==> config.mk <==
export PLATFORM = sky130hd
export DESIGN_NAME = dma_stream_term
export DESIGN_NICKNAME = d
export VERILOG_FILES = /design/src/rtl/dma_term_pkg.sv /design/src/rtl/dma_term_resolve.sv /design/src/rtl/dma_term_count.sv /design/src/rtl/dma_term_last.sv /design/src/rtl/dma_stream_term.sv
export SDC_FILE = /design/constraint.sdc
export NUM_CORES = 1
export LEC_CHECK = 0
export CORE_MARGIN = 3
export CORE_UTILIZATION = 30
export CTS_CLUSTER_SIZE = 10
export DETAILED_ROUTE_END_ITERATION = 10
export DONT_BUFFER_PORTS = 1
export PLACE_DENSITY_LB_ADDON = 0.12
export SLEW_MARGIN = 5
export SYNTH_ARGS = -nofsm -noshare
export SYNTH_HDL_FRONTEND = slang
export SYNTH_SLANG_ARGS = --single-unit
==> constraint.sdc <==
create_clock -name clk -period 2.55 [get_ports clk]
set_input_delay 0.3825 -clock clk [delete_from_list [all_inputs] [get_ports clk]]
set_output_delay 0.3825 -clock clk [all_outputs]
set_load 0.05 [all_outputs]
==> src/rtl/dma_term_pkg.sv <==
package dma_term_pkg;

    typedef enum logic [1:0] {
        ST_IDLE  = 2'd0,
        ST_RUN   = 2'd1,
        ST_DRAIN = 2'd2
    } st_e;

    typedef struct packed {
        logic [1:0] dir;
        logic       pfc;
        logic       circ;
        logic       direct;
        logic       dbuf;
        logic       burst;
    } mode_t;

    localparam logic [1:0] DIR_P2M = 2'b00;

endpackage

==> src/rtl/dma_term_resolve.sv <==
module dma_term_resolve
    import dma_term_pkg::*;
(
    input  mode_t raw,
    output mode_t eff,
    output logic  dropped
);
    logic m2m;

    always_comb begin
        m2m        = raw.dir[1];
        eff.dir    = raw.dir;
        eff.direct = raw.direct;
        eff.pfc    = raw.pfc & ~m2m;
        eff.circ   = raw.circ & ~eff.pfc & ~m2m;
        eff.dbuf   = raw.dbuf & ~eff.pfc & ~m2m;
        eff.burst  = raw.burst & ~raw.direct;
        dropped    = (raw.circ & ~eff.circ) | (raw.dbuf & ~eff.dbuf) |
                     (raw.burst & ~eff.burst);
    end
endmodule

==> src/rtl/dma_term_count.sv <==
module dma_term_count #(
    parameter int CNT_W = 16
) (
    input  logic             clk,
    input  logic             rst_n,
    input  logic             sw_wr,
    input  logic [CNT_W-1:0] sw_data,
    input  logic             ld,
    input  logic             ld_all_ones,
    input  logic             dec,
    input  logic             wrap_en,
    output logic [CNT_W-1:0] cnt,
    output logic             sw_zero,
    output logic             hit_zero
);
    typedef struct packed {
        logic [CNT_W-1:0] cnt;
        logic [CNT_W-1:0] sw;
    } cnt_t;

    cnt_t d, q;
    logic dec_ok;

    always_comb begin
        d      = q;
        dec_ok = dec && (q.cnt != '0);
        if (sw_wr) begin
            d.sw  = sw_data;
            d.cnt = sw_data;
        end
        if (ld) begin
            d.cnt = ld_all_ones ? '1 : q.sw;
        end else if (dec_ok) begin
            if (q.cnt == CNT_W'(1) && wrap_en)
                d.cnt = q.sw;
            else
                d.cnt = q.cnt - CNT_W'(1);
        end
    end

    always_ff @(posedge clk or negedge rst_n) begin
        if (!rst_n) q <= '0;
        else        q <= d;
    end

    assign cnt      = q.cnt;
    assign sw_zero  = (q.sw == '0);
    assign hit_zero = dec_ok && (q.cnt == CNT_W'(1));
endmodule

==> src/rtl/dma_term_last.sv <==
module dma_term_last #(
    parameter int BEATS = 4
) (
    input  logic clk,
    input  logic rst_n,
    input  logic start,
    input  logic arm,
    input  logic arm_burst,
    input  logic done,
    output logic armed,
    output logic fin
);
    localparam int LW = $clog2(BEATS + 1);

    typedef struct packed {
        logic          armed;
        logic [LW-1:0] left;
    } trk_t;

    trk_t d, q;

    always_comb begin
        d = q;
        if (start) begin
            d = '0;
        end else if (q.armed) begin
            if (done && q.left != '0) d.left = q.left - LW'(1);
        end else if (arm) begin
            d.armed = 1'b1;
            d.left  = arm_burst ? LW'(BEATS) : LW'(1);
        end
    end

    always_ff @(posedge clk or negedge rst_n) begin
        if (!rst_n) q <= '0;
        else        q <= d;
    end

    assign armed = q.armed;
    assign fin   = q.armed && done && (q.left == LW'(1));
endmodule

==> src/rtl/dma_stream_term.sv <==
module dma_stream_term
    import dma_term_pkg::*;
#(
    parameter int CNT_W       = 16,
    parameter int BURST_BEATS = 4
) (
    input  logic             clk,
    input  logic             rst_n,
    input  logic             cfg_wr,
    input  logic             cfg_en,
    input  logic [1:0]       cfg_dir,
    input  logic             cfg_pfc,
    input  logic             cfg_circ,
    input  logic             cfg_direct,
    input  logic             cfg_dbuf,
    input  logic             cfg_burst,
    input  logic             cnt_wr,
    input  logic [CNT_W-1:0] cnt_wdata,
    input  logic             flag_clr,
    input  logic             per_req,
    input  logic             per_last,
    input  logic             xfer_busy,
    input  logic             xfer_done,
    output logic [CNT_W-1:0] remaining,
    output logic             active,
    output logic             en_rd,
    output logic             pfc_rd,
    output logic             circ_rd,
    output logic             dbuf_rd,
    output logic             burst_rd,
    output logic             buf_sel,
    output logic             flush,
    output logic             tc_flag,
    output logic             cfg_err
);
    typedef struct packed {
        st_e   st;
        logic  en;
        mode_t mode;
        logic  tc;
        logic  err;
        logic  flush;
        logic  buf_sel;
    } ctl_t;

    ctl_t d, q;

    mode_t raw, eff;
    logic  dropped;
    logic  ld, start, dec, wrap_en, sw_wr;
    logic  sw_zero, hit_zero;
    logic  arm, armed, fin;
    logic  natural_end, wrap, abort;
    logic  run_m2m, run_direct;

    always_comb begin
        raw = '{dir: cfg_dir, pfc: cfg_pfc, circ: cfg_circ, direct: cfg_direct,
                dbuf: cfg_dbuf, burst: cfg_burst};
    end

    dma_term_resolve u_res (
        .raw     (raw),
        .eff     (eff),
        .dropped (dropped)
    );

    assign sw_wr   = cnt_wr && (q.st == ST_IDLE);
    assign dec     = xfer_done && (q.st != ST_IDLE);
    assign wrap_en = q.mode.circ && (q.st == ST_RUN);
    assign arm     = per_req && per_last && (q.st == ST_RUN) && q.mode.pfc && !armed;

    dma_term_count #(.CNT_W(CNT_W)) u_cnt (
        .clk         (clk),
        .rst_n       (rst_n),
        .sw_wr       (sw_wr),
        .sw_data     (cnt_wdata),
        .ld          (ld),
        .ld_all_ones (eff.pfc),
        .dec         (dec),
        .wrap_en     (wrap_en),
        .cnt         (remaining),
        .sw_zero     (sw_zero),
        .hit_zero    (hit_zero)
    );

    dma_term_last #(.BEATS(BURST_BEATS)) u_last (
        .clk       (clk),
        .rst_n     (rst_n),
        .start     (start),
        .arm       (arm),
        .arm_burst (q.mode.burst),
        .done      (dec),
        .armed     (armed),
        .fin       (fin)
    );

    always_comb begin
        d           = q;
        d.flush     = 1'b0;
        ld          = 1'b0;
        start       = 1'b0;
        abort       = cfg_wr && !cfg_en;
        natural_end = q.mode.pfc ? (hit_zero || fin) : (hit_zero && !q.mode.circ);
        wrap        = !q.mode.pfc && q.mode.circ && hit_zero;

        if (flag_clr) begin
            d.tc  = 1'b0;
            d.err = 1'b0;
        end

        unique case (q.st)
            ST_IDLE: begin
                if (cfg_wr) begin
                    d.mode     = raw;
                    d.mode.pfc = eff.pfc;
                    if (cfg_en) begin
                        if (!eff.pfc && sw_zero) begin
                            d.err = 1'b1;
                        end else begin
                            d.st      = ST_RUN;
                            d.en      = 1'b1;
                            d.mode    = eff;
                            d.buf_sel = 1'b0;
                            ld        = 1'b1;
                            start     = 1'b1;
                            if (dropped) d.err = 1'b1;
                        end
                    end
                end
            end
            ST_RUN: begin
                if (natural_end) begin
                    d.st = ST_IDLE;
                    d.en = 1'b0;
                    d.tc = 1'b1;
                end else begin
                    if (wrap) begin
                        d.tc = 1'b1;
                        if (q.mode.dbuf) d.buf_sel = ~q.buf_sel;
                    end
                    if (abort) begin
                        d.en = 1'b0;
                        if (xfer_busy && !xfer_done) begin
                            d.st = ST_DRAIN;
                        end else begin
                            d.st    = ST_IDLE;
                            d.tc    = 1'b1;
                            d.flush = (q.mode.dir == DIR_P2M);
                        end
                    end
                end
            end
            ST_DRAIN: begin
                if (xfer_done || !xfer_busy) begin
                    d.st    = ST_IDLE;
                    d.en    = 1'b0;
                    d.tc    = 1'b1;
                    d.flush = (q.mode.dir == DIR_P2M);
                end
            end
            default: d.st = ST_IDLE;
        endcase
    end

    always_ff @(posedge clk or negedge rst_n) begin
        if (!rst_n) q <= '{st: ST_IDLE, mode: '0, default: 1'b0};
        else        q <= d;
    end

    assign active     = (q.st != ST_IDLE);
    assign en_rd      = q.en;
    assign pfc_rd     = q.mode.pfc;
    assign circ_rd    = q.mode.circ;
    assign dbuf_rd    = q.mode.dbuf;
    assign burst_rd   = q.mode.burst;
    assign buf_sel    = q.buf_sel;
    assign flush      = q.flush;
    assign tc_flag    = q.tc;
    assign cfg_err    = q.err;
    assign run_m2m    = q.mode.dir[1];
    assign run_direct = q.mode.direct;
endmodule

==> flow_metrics.env <==
export IMPL_cts_sinks=49
export IMPL_cp_startpoint="u_cnt.cnt[10]"
export IMPL_core_area_sq_um=10940
export IMPL_wl_per_cell_um=20.18
export IMPL_die_height_um=112.3
export IMPL_avgSynthCellArea_sq_um=8.707
export IMPL_port_buffers=0
export IMPL_final_net_count=444
export IMPL_ant_nets=0
export IMPL_vias_per_cell=5.411
export IMPL_max_cap_violations=0
export IMPL_start_util_pct=30.97
export IMPL_clock_latency_ps=290
export IMPL_grt_max_degree=50
export IMPL_area_delta_synth_final_pct=13.41
export IMPL_cts_root_buf="clkbuf_16"
export IMPL_regToRegStartpoint="u_cnt.cnt[10]"
export IMPL_die_width_um=112.3
export IMPL_syn_nets=431
export IMPL_rsz0062_at_grt="false"
export IMPL_cts_tree="yes"
export IMPL_start_kind="flip-flop"
export IMPL_final_cell_mix="65 x nand2_1, 49 x dfrtp_1, 40 x buf_4, 28 x nor2_1, 25 x nand3_1"
export IMPL_post_cts_buffers=0
export IMPL_dr_pass1_iters=4
export IMPL_hpwlAfterDp_mm=8.505
export IMPL_htreeDepth=2
export IMPL_yosys_area_top_type="dfrtp_1"
export IMPL_synth_edff_count=0
export IMPL_path_clk_slew_ps=70
export IMPL_netlist_area_leader_share_pct=36.20
export IMPL_cts_buffers=5
export IMPL_final_common_cell="nand2_1"
export IMPL_fin_crit_ps=2345
export IMPL_synth_cells=389
export IMPL_wl_mm=10.96
export IMPL_drtIter0Drc=229
export IMPL_cts_max_path_buffers=2
export IMPL_async_flop_share_pct=100.0
export IMPL_holdPathStages=1
export IMPL_cts_resized=0
export IMPL_holdCritPathClass="input pin to flip-flop"
export IMPL_relSlewSlack_pct=60.69
export IMPL_worst_pin_slew_ps=589.6
export IMPL_hold_viol=0
export IMPL_drive_above_1_share_pct=16.38
export IMPL_post_route_period_util_pct=91.95
export IMPL_finClkSkew_ps=6.928
export IMPL_vias=2938
export IMPL_rows=38
export IMPL_netlist_area_sq_um=3387
export IMPL_power_w=0.004746
export IMPL_ys_flop_type="dfrtp_1"
export IMPL_grt_usage_pct=17.73
export IMPL_critPathCaptureType="flip-flop"
export IMPL_reg2reg_to="u_cnt.cnt[0]"
export IMPL_critPathSlowestCell="dfrtp_1"
export IMPL_yosysUniqueCellTypes=62
export IMPL_ys_ff_latch=49
export IMPL_synthTopCellsByArea="dfrtp_1 36%, nand2_1 7.2%, nand3_1 3.7%"
export IMPL_arrival_ps=2510
export IMPL_seq_area_frac_synth_pct=36.20
export IMPL_regArea_sq_um=1226
export IMPL_status="complete, no violations"
export IMPL_n_fill_cell=1194
export IMPL_min_delay_start="flag_clr"
export IMPL_cp_max_fo=18
export IMPL_maxSlewViolCount=0
export IMPL_io_pins=59
export IMPL_path_class="flip-flop to flip-flop"
export IMPL_synth_warnings=0
export IMPL_min_to="cfg_err"
export IMPL_ir_worst_vdd_mv=0.4275
export IMPL_fin_tns_setup_ps=0
export IMPL_rrSetupSlack_ps=210
export IMPL_p_leak_nw=1.625
export IMPL_grt_ovfl_total=0
export IMPL_path_cells="buf_4 > nor4_2 > and2_1 > a41o_2 > nand3_1 > o32a_1"
export IMPL_place_gp_congestion=0.8412
export IMPL_cpPeakStageDelay_ps=460
export IMPL_drc=0
export IMPL_multi_input_area_sq_um=1878
export IMPL_grt_pass1_wl_mm=17.80
export IMPL_n_antenna_cell=0
export IMPL_grt_pass1_vias=3063
export IMPL_power_density_nw_per_um2=1236
export IMPL_dieArea_sq_um=12600
export IMPL_antenna_found_initial=0
export IMPL_setup_viol=0
export IMPL_crit_required_ps=2720
export IMPL_reg2reg_depth=6
export IMPL_fmaxAchievable_ghz=0.4265
## what timing repair did
item | 4_1_cts | 5_1_grt
setup endpoints to repair | 0 | 0
hold buffers | 2 | 0
hold endpoints to repair | 49 | 0
## worst max-delay path by stage
stage / end / slack, ps
final: u_cnt.cnt[0] / 210
after detailed placement: u_cnt.cnt[0] / 250
after global routing: u_cnt.cnt[1] / 50
after floorplan: u_cnt.cnt[10] / 420
after CTS: u_cnt.cnt[0] / 210
after global placement: u_cnt.cnt[2] / 250
## cell families after synthesis
logic type / count (synthesis) / synth area share, %
adders and majority gates: 9 / 3.325
muxes: 4 / 1.293
AOI/OAI and AO/OA: 69 / 16.51
xor gates and xnor gates: 12 / 3.103
and+or+nand+nor: 195 / 31.21
buffers and inverters: 51 / 8.348
DFF: 49 / 36.20
## final cells by class
| cell class | instances | area share (%) |
|---|---|---|
| inverters | 15 | 1.466 |
| clock inverters | 2 | 1.010 |
| multi-input cells | 289 | 48.89 |
| clock buffers | 6 | 3.355 |
| well taps | 140 | 4.560 |
| repair buffers | 42 | 8.795 |
| flip-flops and latches | 49 | 31.92 |
## per-layer routing
metal | vias up | global-route usage [%] | wire, um
li1 | 1430 | - | -
met1 | 1420 | 26.15 | 5361
met2 | 78 | 26.98 | 4811
met3 | 10 | 3.612 | 666
met4 | 0 | 3.606 | 121
met5 | - | 0 | 0
## stage by stage
stage	area [sq um]	setup WS (ps)	hold slack, ps	utilization (%)	instances
floorplan	3387	416.1	86.91	-	389
global placement	3636	248.4	90.14	33.25	533
detailed placement	3636	249.0	90.35	33.25	533
CTS	3841	210.2	183.8	35.13	543
global route	3841	53.67	183.4	35.13	543
finish	3841	205.4	189.6	35.13	543
## Yosys cell counts, drive strengths merged (2+ instances only)
master and instances:
a211oi 7, a21o 2, a21oi 10, a311oi 2, a32o 9, and2 4, and3 2, and4b 3
buf 26, clkbuf 10, dfrtp 49, ha 9, inv 15, mux2 3, nand2 65, nand2b 4
nand3 25, nand4 10, nand4b 2, nor2 28, nor2b 6, nor3 16, nor4 18, o211ai 3
o21ai 5, o21bai 6, o22ai 5, o32a 6, or3 5, xnor2 9, xor2 3
## flip-flops by register name, indices dropped and copies added (netlist names)
register / count
cfg_err: 1
q: 4
tc_flag: 1
dbuf_rd: 1
flush: 1
en_rd: 1
circ_rd: 1
burst_rd: 1
buf_sel: 1
u_last.q: 3
u_cnt.q: 16
pfc_rd: 1
u_last.armed: 1
u_cnt.cnt: 16
## power by group
| part | switching [W] | internal [W] |
|---|---|---|
| combinational | 0.00154 | 0.000864 |
| sequential | 0.000518 | 0.00106 |
| clock | 0.000301 | 0.000466 |
| total | 0.00236 | 0.00239 |
## critical path: cells and delay by family (launching register included)
| family | cells | cell delay [ps] |
|---|---|---|
| simple gates | 3 | 860 |
| compound gates | 2 | 710 |
| flops | 1 | 460 |
| buf+inv | 1 | 190 |
(Power assumes the default switching activity.)
